## src/rtl/irqc_pkg.sv

```systemverilog
package irqc_pkg;
    localparam int REGION_W    = 4;
    localparam int WORD_IDX_W  = 4;
    localparam int EVT_TYPE_HW = 1;

    typedef enum logic [REGION_W-1:0] {
        RG_NONE = 4'd0,
        RG_MSET = 4'd1,
        RG_MCLR = 4'd2,
        RG_SSET = 4'd3,
        RG_SCLR = 4'd4
    } region_e;
endpackage

```

## src/rtl/irqc_prio_enc.sv

```systemverilog
module irqc_prio_enc #(
    parameter int NUM_LINES = 64,
    localparam int IDX_W    = $clog2(NUM_LINES)
) (
    input  logic [NUM_LINES-1:0] req,
    output logic                 found,
    output logic [IDX_W-1:0]     idx
);
    // Scan from the top down so the lowest set bit is the last one written.
    always_comb begin
        found = 1'b0;
        idx   = '0;
        for (int i = NUM_LINES - 1; i >= 0; i--) begin
            if (req[i]) begin
                found = 1'b1;
                idx   = IDX_W'(i);
            end
        end
    end
endmodule

```

## src/rtl/irqc_line_bank.sv

```systemverilog
module irqc_line_bank
    import irqc_pkg::*;
#(
    parameter int NUM_LINES = 64,
    parameter int DATA_W    = 32,
    parameter int ADDR_W    = 8,
    localparam int NUM_WORDS = NUM_LINES / DATA_W
) (
    input  logic                 clk,
    input  logic                 rst_n,
    input  logic                 cfg_valid,
    input  logic                 cfg_write,
    input  logic [ADDR_W-1:0]    cfg_addr,
    input  logic [DATA_W-1:0]    cfg_wdata,
    input  logic [NUM_LINES-1:0] auto_set,
    output logic [NUM_LINES-1:0] mask_q,
    output logic [NUM_LINES-1:0] sw_q,
    output logic [DATA_W-1:0]    cfg_rdata
);
    typedef struct packed {
        logic [NUM_LINES-1:0] mask;
        logic [NUM_LINES-1:0] sw;
        logic [DATA_W-1:0]    rdata;
    } bank_t;

    bank_t state_d, state_q;

    logic [REGION_W-1:0]   region;
    logic [WORD_IDX_W-1:0] word_idx;
    logic [NUM_LINES-1:0]  set_m, clr_m, set_s, clr_s;
    logic [DATA_W-1:0]     rd_word;

    assign region   = cfg_addr[ADDR_W-1 -: REGION_W];
    assign word_idx = cfg_addr[WORD_IDX_W-1:0];

    always_comb begin
        set_m   = '0;
        clr_m   = '0;
        set_s   = '0;
        clr_s   = '0;
        rd_word = '0;
        for (int w = 0; w < NUM_WORDS; w++) begin
            if (word_idx == WORD_IDX_W'(w)) begin
                if (cfg_valid && cfg_write) begin
                    case (region)
                        RG_MSET: set_m[w*DATA_W +: DATA_W] = cfg_wdata;
                        RG_MCLR: clr_m[w*DATA_W +: DATA_W] = cfg_wdata;
                        RG_SSET: set_s[w*DATA_W +: DATA_W] = cfg_wdata;
                        RG_SCLR: clr_s[w*DATA_W +: DATA_W] = cfg_wdata;
                        default: ;
                    endcase
                end
                case (region)
                    RG_MSET, RG_MCLR: rd_word = state_q.mask[w*DATA_W +: DATA_W];
                    RG_SSET, RG_SCLR: rd_word = state_q.sw[w*DATA_W +: DATA_W];
                    default:          rd_word = '0;
                endcase
            end
        end

        state_d = state_q;
        // The auto-mask is ORed in last: it can only set a mask bit, and wins
        // over a clear of the same line on the same edge.
        state_d.mask = ((state_q.mask | set_m) & ~clr_m) | auto_set;
        state_d.sw   = (state_q.sw | set_s) & ~clr_s;
        if (cfg_valid && !cfg_write) begin
            state_d.rdata = rd_word;
        end
    end

    always_ff @(posedge clk or negedge rst_n) begin
        if (!rst_n) begin
            state_q.mask  <= '1;
            state_q.sw    <= '0;
            state_q.rdata <= '0;
        end else begin
            state_q <= state_d;
        end
    end

    assign mask_q    = state_q.mask;
    assign sw_q      = state_q.sw;
    assign cfg_rdata = state_q.rdata;
endmodule

```

## src/rtl/irqc_event.sv

```systemverilog
module irqc_event
    import irqc_pkg::*;
#(
    parameter int NUM_LINES = 64,
    parameter int DATA_W    = 32,
    localparam int IDX_W    = $clog2(NUM_LINES),
    localparam int HALF_W   = DATA_W / 2
) (
    input  logic                 clk,
    input  logic                 rst_n,
    input  logic                 evt_rd,
    input  logic [NUM_LINES-1:0] req_eff,
    output logic [NUM_LINES-1:0] auto_set,
    output logic [DATA_W-1:0]    evt_data,
    output logic                 irq_out
);
    typedef struct packed {
        logic [DATA_W-1:0] evt;
        logic              irq;
    } evt_state_t;

    evt_state_t state_d, state_q;

    logic             win_found;
    logic [IDX_W-1:0] win_idx;
    logic [DATA_W-1:0] win_word;

    irqc_prio_enc #(.NUM_LINES(NUM_LINES)) u_enc (
        .req   (req_eff),
        .found (win_found),
        .idx   (win_idx)
    );

    always_comb begin
        win_word = '0;
        win_word[HALF_W +: HALF_W] = HALF_W'(EVT_TYPE_HW);
        win_word[0 +: HALF_W]      = HALF_W'(win_idx);

        state_d     = state_q;
        state_d.irq = |req_eff;
        auto_set    = '0;
        if (evt_rd) begin
            if (win_found) begin
                state_d.evt       = win_word;
                auto_set[win_idx] = 1'b1;
            end else begin
                state_d.evt = '0;
            end
        end
    end

    always_ff @(posedge clk or negedge rst_n) begin
        if (!rst_n) begin
            state_q.evt <= '0;
            state_q.irq <= 1'b0;
        end else begin
            state_q <= state_d;
        end
    end

    assign evt_data = state_q.evt;
    assign irq_out  = state_q.irq;
endmodule

```

## src/rtl/irq_arbiter_ctrl.sv

```systemverilog
module irq_arbiter_ctrl #(
    parameter int NUM_LINES = 64,
    parameter int DATA_W    = 32,
    parameter int ADDR_W    = 8
) (
    input  logic                 clk,
    input  logic                 rst_n,
    input  logic [NUM_LINES-1:0] irq_hw,
    input  logic                 cfg_valid,
    input  logic                 cfg_write,
    input  logic [ADDR_W-1:0]    cfg_addr,
    input  logic [DATA_W-1:0]    cfg_wdata,
    output logic [DATA_W-1:0]    cfg_rdata,
    input  logic                 evt_rd,
    output logic [DATA_W-1:0]    evt_data,
    output logic                 irq_out
);
    logic [NUM_LINES-1:0] mask_q;
    logic [NUM_LINES-1:0] sw_q;
    logic [NUM_LINES-1:0] auto_set;
    logic [NUM_LINES-1:0] req_eff;

    assign req_eff = (irq_hw | sw_q) & ~mask_q;

    irqc_line_bank #(
        .NUM_LINES (NUM_LINES),
        .DATA_W    (DATA_W),
        .ADDR_W    (ADDR_W)
    ) u_bank (
        .clk       (clk),
        .rst_n     (rst_n),
        .cfg_valid (cfg_valid),
        .cfg_write (cfg_write),
        .cfg_addr  (cfg_addr),
        .cfg_wdata (cfg_wdata),
        .auto_set  (auto_set),
        .mask_q    (mask_q),
        .sw_q      (sw_q),
        .cfg_rdata (cfg_rdata)
    );

    irqc_event #(
        .NUM_LINES (NUM_LINES),
        .DATA_W    (DATA_W)
    ) u_evt (
        .clk      (clk),
        .rst_n    (rst_n),
        .evt_rd   (evt_rd),
        .req_eff  (req_eff),
        .auto_set (auto_set),
        .evt_data (evt_data),
        .irq_out  (irq_out)
    );
endmodule

```

## config.mk

```make
export PLATFORM = sky130hd
export DESIGN_NAME = irq_arbiter_ctrl
export DESIGN_NICKNAME = d
export VERILOG_FILES = /design/src/rtl/irqc_pkg.sv /design/src/rtl/irqc_prio_enc.sv /design/src/rtl/irqc_line_bank.sv /design/src/rtl/irqc_event.sv /design/src/rtl/irq_arbiter_ctrl.sv
export SDC_FILE = /design/constraint.sdc
export NUM_CORES = 1
export LEC_CHECK = 0
export ABC_AREA = 1
export BUFFER_PORTS_ARGS = -buffer_cell sky130_fd_sc_hd__buf_2
export CAP_MARGIN = 0
export CORE_ASPECT_RATIO = 2
export CORE_MARGIN = 2
export CORE_UTILIZATION = 30
export CTS_CLUSTER_SIZE = 10
export DETAILED_ROUTE_END_ITERATION = 7
export PLACE_DENSITY_LB_ADDON = 0.15
export RECOVER_POWER = 50
export SYNTH_ARGS = -nofsm -noshare
export SYNTH_HDL_FRONTEND = slang
export SYNTH_SLANG_ARGS = --single-unit
```

## constraint.sdc

```tcl
create_clock -name clk -period 4.6 [get_ports clk]
set_clock_uncertainty 0.1 [all_clocks]
set_input_delay 0.92 -clock clk [delete_from_list [all_inputs] [get_ports clk]]
set_output_delay 0.92 -clock clk [all_outputs]
set_load 0.1 [all_outputs]
```

; ---- Word level (Yosys, flattened, before mapping)
; Cells that the tools add are included.
[classes]
n_bitwise = 10
n_reduce_logical = 8
order_cmp = 2
muxes = 153
eq_ne = 5
[op_table]
columns = operator, count
row1 = $mux 32, 18
row2 = $mux 6, 64
row3 = $or 64x64->64, 4
row4 = $and 64x64->64, 3
row5 = $not 64->64, 3
row6 = $mux 64, 2
row7 = $pmux 32 s2, 2
row8 = $mux 1, 65
row9 = $reduce_or 64->1, 1
row10 = $mux 17, 1
row11 = $eq 4x1->1 const B, 2
row12 = $eq 4x2->1 const B, 2
row13 = $lt 6x7->1 const B, 1
row14 = $demux 1 s6, 1
row15 = $ge 6x1->1 const B, 1
row16 = $eq 4x3->1 const B, 1
row17 = $logic_not 4->1, 1
row18 = $reduce_or 2->1, 2
row19 = $logic_and 1x1->1, 3
row20 = $logic_not 1->1, 1
[totals]
inputBits = 109
register_bits = 193

; ---- Depth between registers and ports, before layout
[logic_depth]
word_depth = 73
mapped_depth = 68

; ---- Hierarchy
; Synthesis repeated with hierarchy kept, for this count alone.
[unflattened]
cells_unflattened = 1862
area_unflattened_um2 = 11468.5
[by_module_without_submodules]
columns = mod, area_per_inst_um2, seq_area_each_um2, n_inst, cells_each
row1 = irqc_line_bank, 8874.8, 4083.9, 1, 1288
row2 = irqc_event, 1198.6, 200.2, 1, 222
row3 = irqc_prio_enc, 914.6, 0.0, 1, 224
row4 = irq_arbiter_ctrl, 480.5, 0.0, 1, 128

; ---- Worst setup path after synthesis
; Ideal clock, no wire load.
[synth_path]
path_kind = in2reg
from = input irq_hw[62]
to = register u_bank.state_q, in the netlist u_bank.mask_q[58]
setup_slack_ps = 245
n_path_buf = 1
t_arrival_ps = 4176
required_ps = 4421
setup_time_ps = 79
stages = 67
cell_sequence = o21ai_1 -> nand2_1 -> nand2_1 -> nand2_1 -> nand2_1 -> nand2_1 -> nand2_1 -> nand2_1 -> nand2_1 -> nand2_1 -> nand2_1 -> nand2_1 -> nand2_1 -> nand2_1 -> nand2_1 -> nand2_1 -> nand2_1 -> nand2_1 -> [... 31 more ...] -> nand2_1 -> nand2_1 -> nand2_1 -> nand2_1 -> nand2_1 -> nand2_1 -> nand2_1 -> nand2_1 -> nand2_1 -> nand2_1 -> nand2_1 -> nand2_1 -> nand2_2 -> nand2_4 -> nand2_4 -> buf_8 -> nand3_1 -> nand2_1
[synth_rtl]
columns = item, line
row1 = from (decl), irq_arbiter_ctrl.sv:8  ; input logic [NUM_LINES-1:0] irq_hw,
row2 = to (signal assigned), irqc_line_bank.sv:77  ; state_q <= state_d;
row3 = to (decl), irqc_line_bank.sv:26  ; bank_t state_d, state_q;

==> metrics <==
status finished with violations; failing checks max-capacitance violations, max-slew violations, negative setup slack; global placer's final weighted congestion between 0.8 and 0.9; # IOs ~170; Worst setup SP type primary input; Worst Hold Launch u_evt.evt_data[5]$_DFFE_PN0P_; worst vdd ir approximately 0.00031 V; unrepaired setup endpoints after global routing yes; final hold vios 0; post-synthesis sequential area ratio between 40% and 50%; initial cell density of the core between 30 and 40%; Post-DRT Antenna Nets 0; Max Clk Rate 215 MHz; register bit count reported by yosys approximately 170; Clock Latency Late Sink approximately 0.46 ns; layout cells sized above 1 between 20% and 30%; number of I/O port buffers around 150; first-pass GRT wire length 60.6 mm; Clock Path Buffers 2; Max Slew Vio Count 66; H-Tree Depth 4; CORE AREA roughly 34,000 µm²; hold path endpoint u_evt.evt_data[5]$_DFFE_PN0P_; # fillers around 3,700; most used cell, CP nand2_1; Placement Setup Slack -0.806 ns; number of buffers created by CTS 17; routed len/inst roughly 20 µm; DRT Wirelength between 30 and 40 mm; clk slew on worst S/H paths roughly 0.070 ns; max cap viols 1; Leakage 0.00560 µW; Post-synth EDFFs 0; worst flop-to-flop path endpoint u_bank.mask_q[57]$_DFF_PN1_; Sequential Area 4280 µm²; Syn Inst Count ~1,400; FFs w/ async S/R, synth 100%; cell row count 96; Worst Hold Depth 2; DR vias about 11,000; router iterations before antenna repair 6; register-to-register setup slack approximately 0.010 ns; Setup CP Type primary input to register; DRC 0; final setup vio count 53; Avg Vias per Cell roughly 5.3; CTS Root Cell clkbuf_16; Post-Syn Area about 10,000 µm²; Tot GR Track Use ~22%; DIE HEIGHT about 270 µm; vias in the first global route roughly 10,000; Arrival @ worst endpoint ~5 ns; CTS sink count ~170; CP peak stage delay around 0.17 ns; PD cells about 380 nW/µm²; Worst Tran Pin Value between 3 and 4 ns; hpwl dp around 27 mm; final layout net count approximately 1,700; worst rel slew slack -157%; CTS tree done; most frequent cells in the layout 278 x nand2_1, 233 x o21ai_0, 145 x buf_2; antenna violations before repair 0; CP max stage cell o21ai_4; RR Startpoint u_bank.mask_q[62]$_DFF_PN1_; placed inst area ~12,000 µm²; Overall Power about 4700 µW; Tmin final 4.66 ns; ANT cells 0; ys flop type dfrtp_1; Crit. End Element register; die area about 36,000 µm²; Avg Cell Area, Syn between 7 and 8 µm²; die width 136 µm; Cell variety after synth 34; final worst slack -0.0575 ns; commonest non-fill, non-tap cell in the layout nand2_1; grt total ovfl 0; Worst EP required roughly 4.9 ns; R2R depth 67; Multi-input gate area between 5000 and 6000 µm²; largest net degree at the start of global routing ~130; Layout area overhead 19.4%; Period Utilization, post-route 101%; yosys warns 0; worst hold path class register to register; final instance area between 10,000 and 15,000 µm²; crit path max fanout 13; initial DRC count 719
[power by group]
group,leakage (µW),switching (µW),internal (µW)
logic,0.00326,1220,365
registers,0.00205,55.9,1580
clock network,0.000287,639,856
total,0.00560,1920,2810
[state kept, by name, indices dropped and copies added (netlist names)]
name and count:
u_bank.sw_q 64, u_evt.irq_out 1, u_bank.cfg_rdata 32, u_bank.mask_q 64
u_evt.evt_data 7
[metrics by stage]
stage                     util (%)  TNS (ns)  cells  hold slack (ns)
final                         36.4     -1.48   2018            0.391
after global routing          36.4    -76.02   2018            0.435
after CTS                     36.3     -6.35   2018            0.390
after detailed placement      34.5    -47.29   1986            0.378
after global placement        34.5    -49.94   1986            0.377
after floorplan                  -         0   1460            0.431
[worst max path at each step]
stage	startpoint	to
finish	irq_hw[62]	u_bank.mask_q[57]$_DFF_PN1_
detailed placement	irq_hw[62]	u_bank.mask_q[51]$_DFF_PN1_
global route	irq_hw[62]	u_bank.mask_q[18]$_DFF_PN1_
CTS	irq_hw[63]	u_bank.mask_q[56]$_DFF_PN1_
global placement	irq_hw[62]	u_bank.mask_q[51]$_DFF_PN1_
floorplan	irq_hw[62]	u_bank.mask_q[58]$_DFF_PN1_
[metal layers]
layer,global-route usage (%),wire length [µm]
met1,25.9,15800
met2,40.6,21300
met3,2.89,1520
met4,8.53,1390
met5,0,0
[cells by family (layout without fill, tap and decap cells)]
logic type      Yosys count  after routing  synth area share [%]
compound gates          560            560                  30.5
buf+inv                 250            367                  10.4
flops                   168            168                  40.9
other cells               1             25                0.0358
simple gates            457            457                  18.1
[synthesized netlist by cell type, types with 2 or more instances]
library cell,n,area (µm²)
buf_6,2,22.5
dlygate4sd1_1,2,17.5
clkbuf_1,82,308
a21oi_1,100,500
dfrtp_1,104,2600
nand2_4,2,22.5
buf_4,28,210
nor2_1,97,364
inv_1,56,210
dfstp_2,64,1680
nor3_1,8,40.0
a31oi_1,130,813
clkinv_1,34,128
inv_2,35,131
o21ai_4,15,244
nand4_1,32,200
nand2_1,279,1050
nand3_2,4,40.0
o21ai_0,233,1170
nand3_1,31,155
o21ai_2,13,114
buf_1,7,26.3
o21ai_1,67,335
[worst max-delay path: cells and delay by family]
family                 cells  cell delay (ns)
AND/OR/NAND/NOR           64             3.53
buffers and inverters      2             0.26
AO/OA/AOI/OAI              1             0.17
[repair_timing]
action	4_1_cts	5_1_grt
pin swaps	0	1
endpoints found under the setup margin	64	64
buffers inserted	0	0
hold buffers	0	0
gates resized for setup	12	6
endpoints found under the hold margin	0	0
[cell type report]
type / count / area share (%)
clock inverters: 7 / 0.731
clock buffers: 25 / 3.97
multi-input cells: 1042 / 42.3
flip-flops and latches: 168 / 34.3
inverters: 126 / 3.81
well taps: 441 / 4.42
repair buffers: 209 / 10.5
Power figures use the tool's default switching activity.
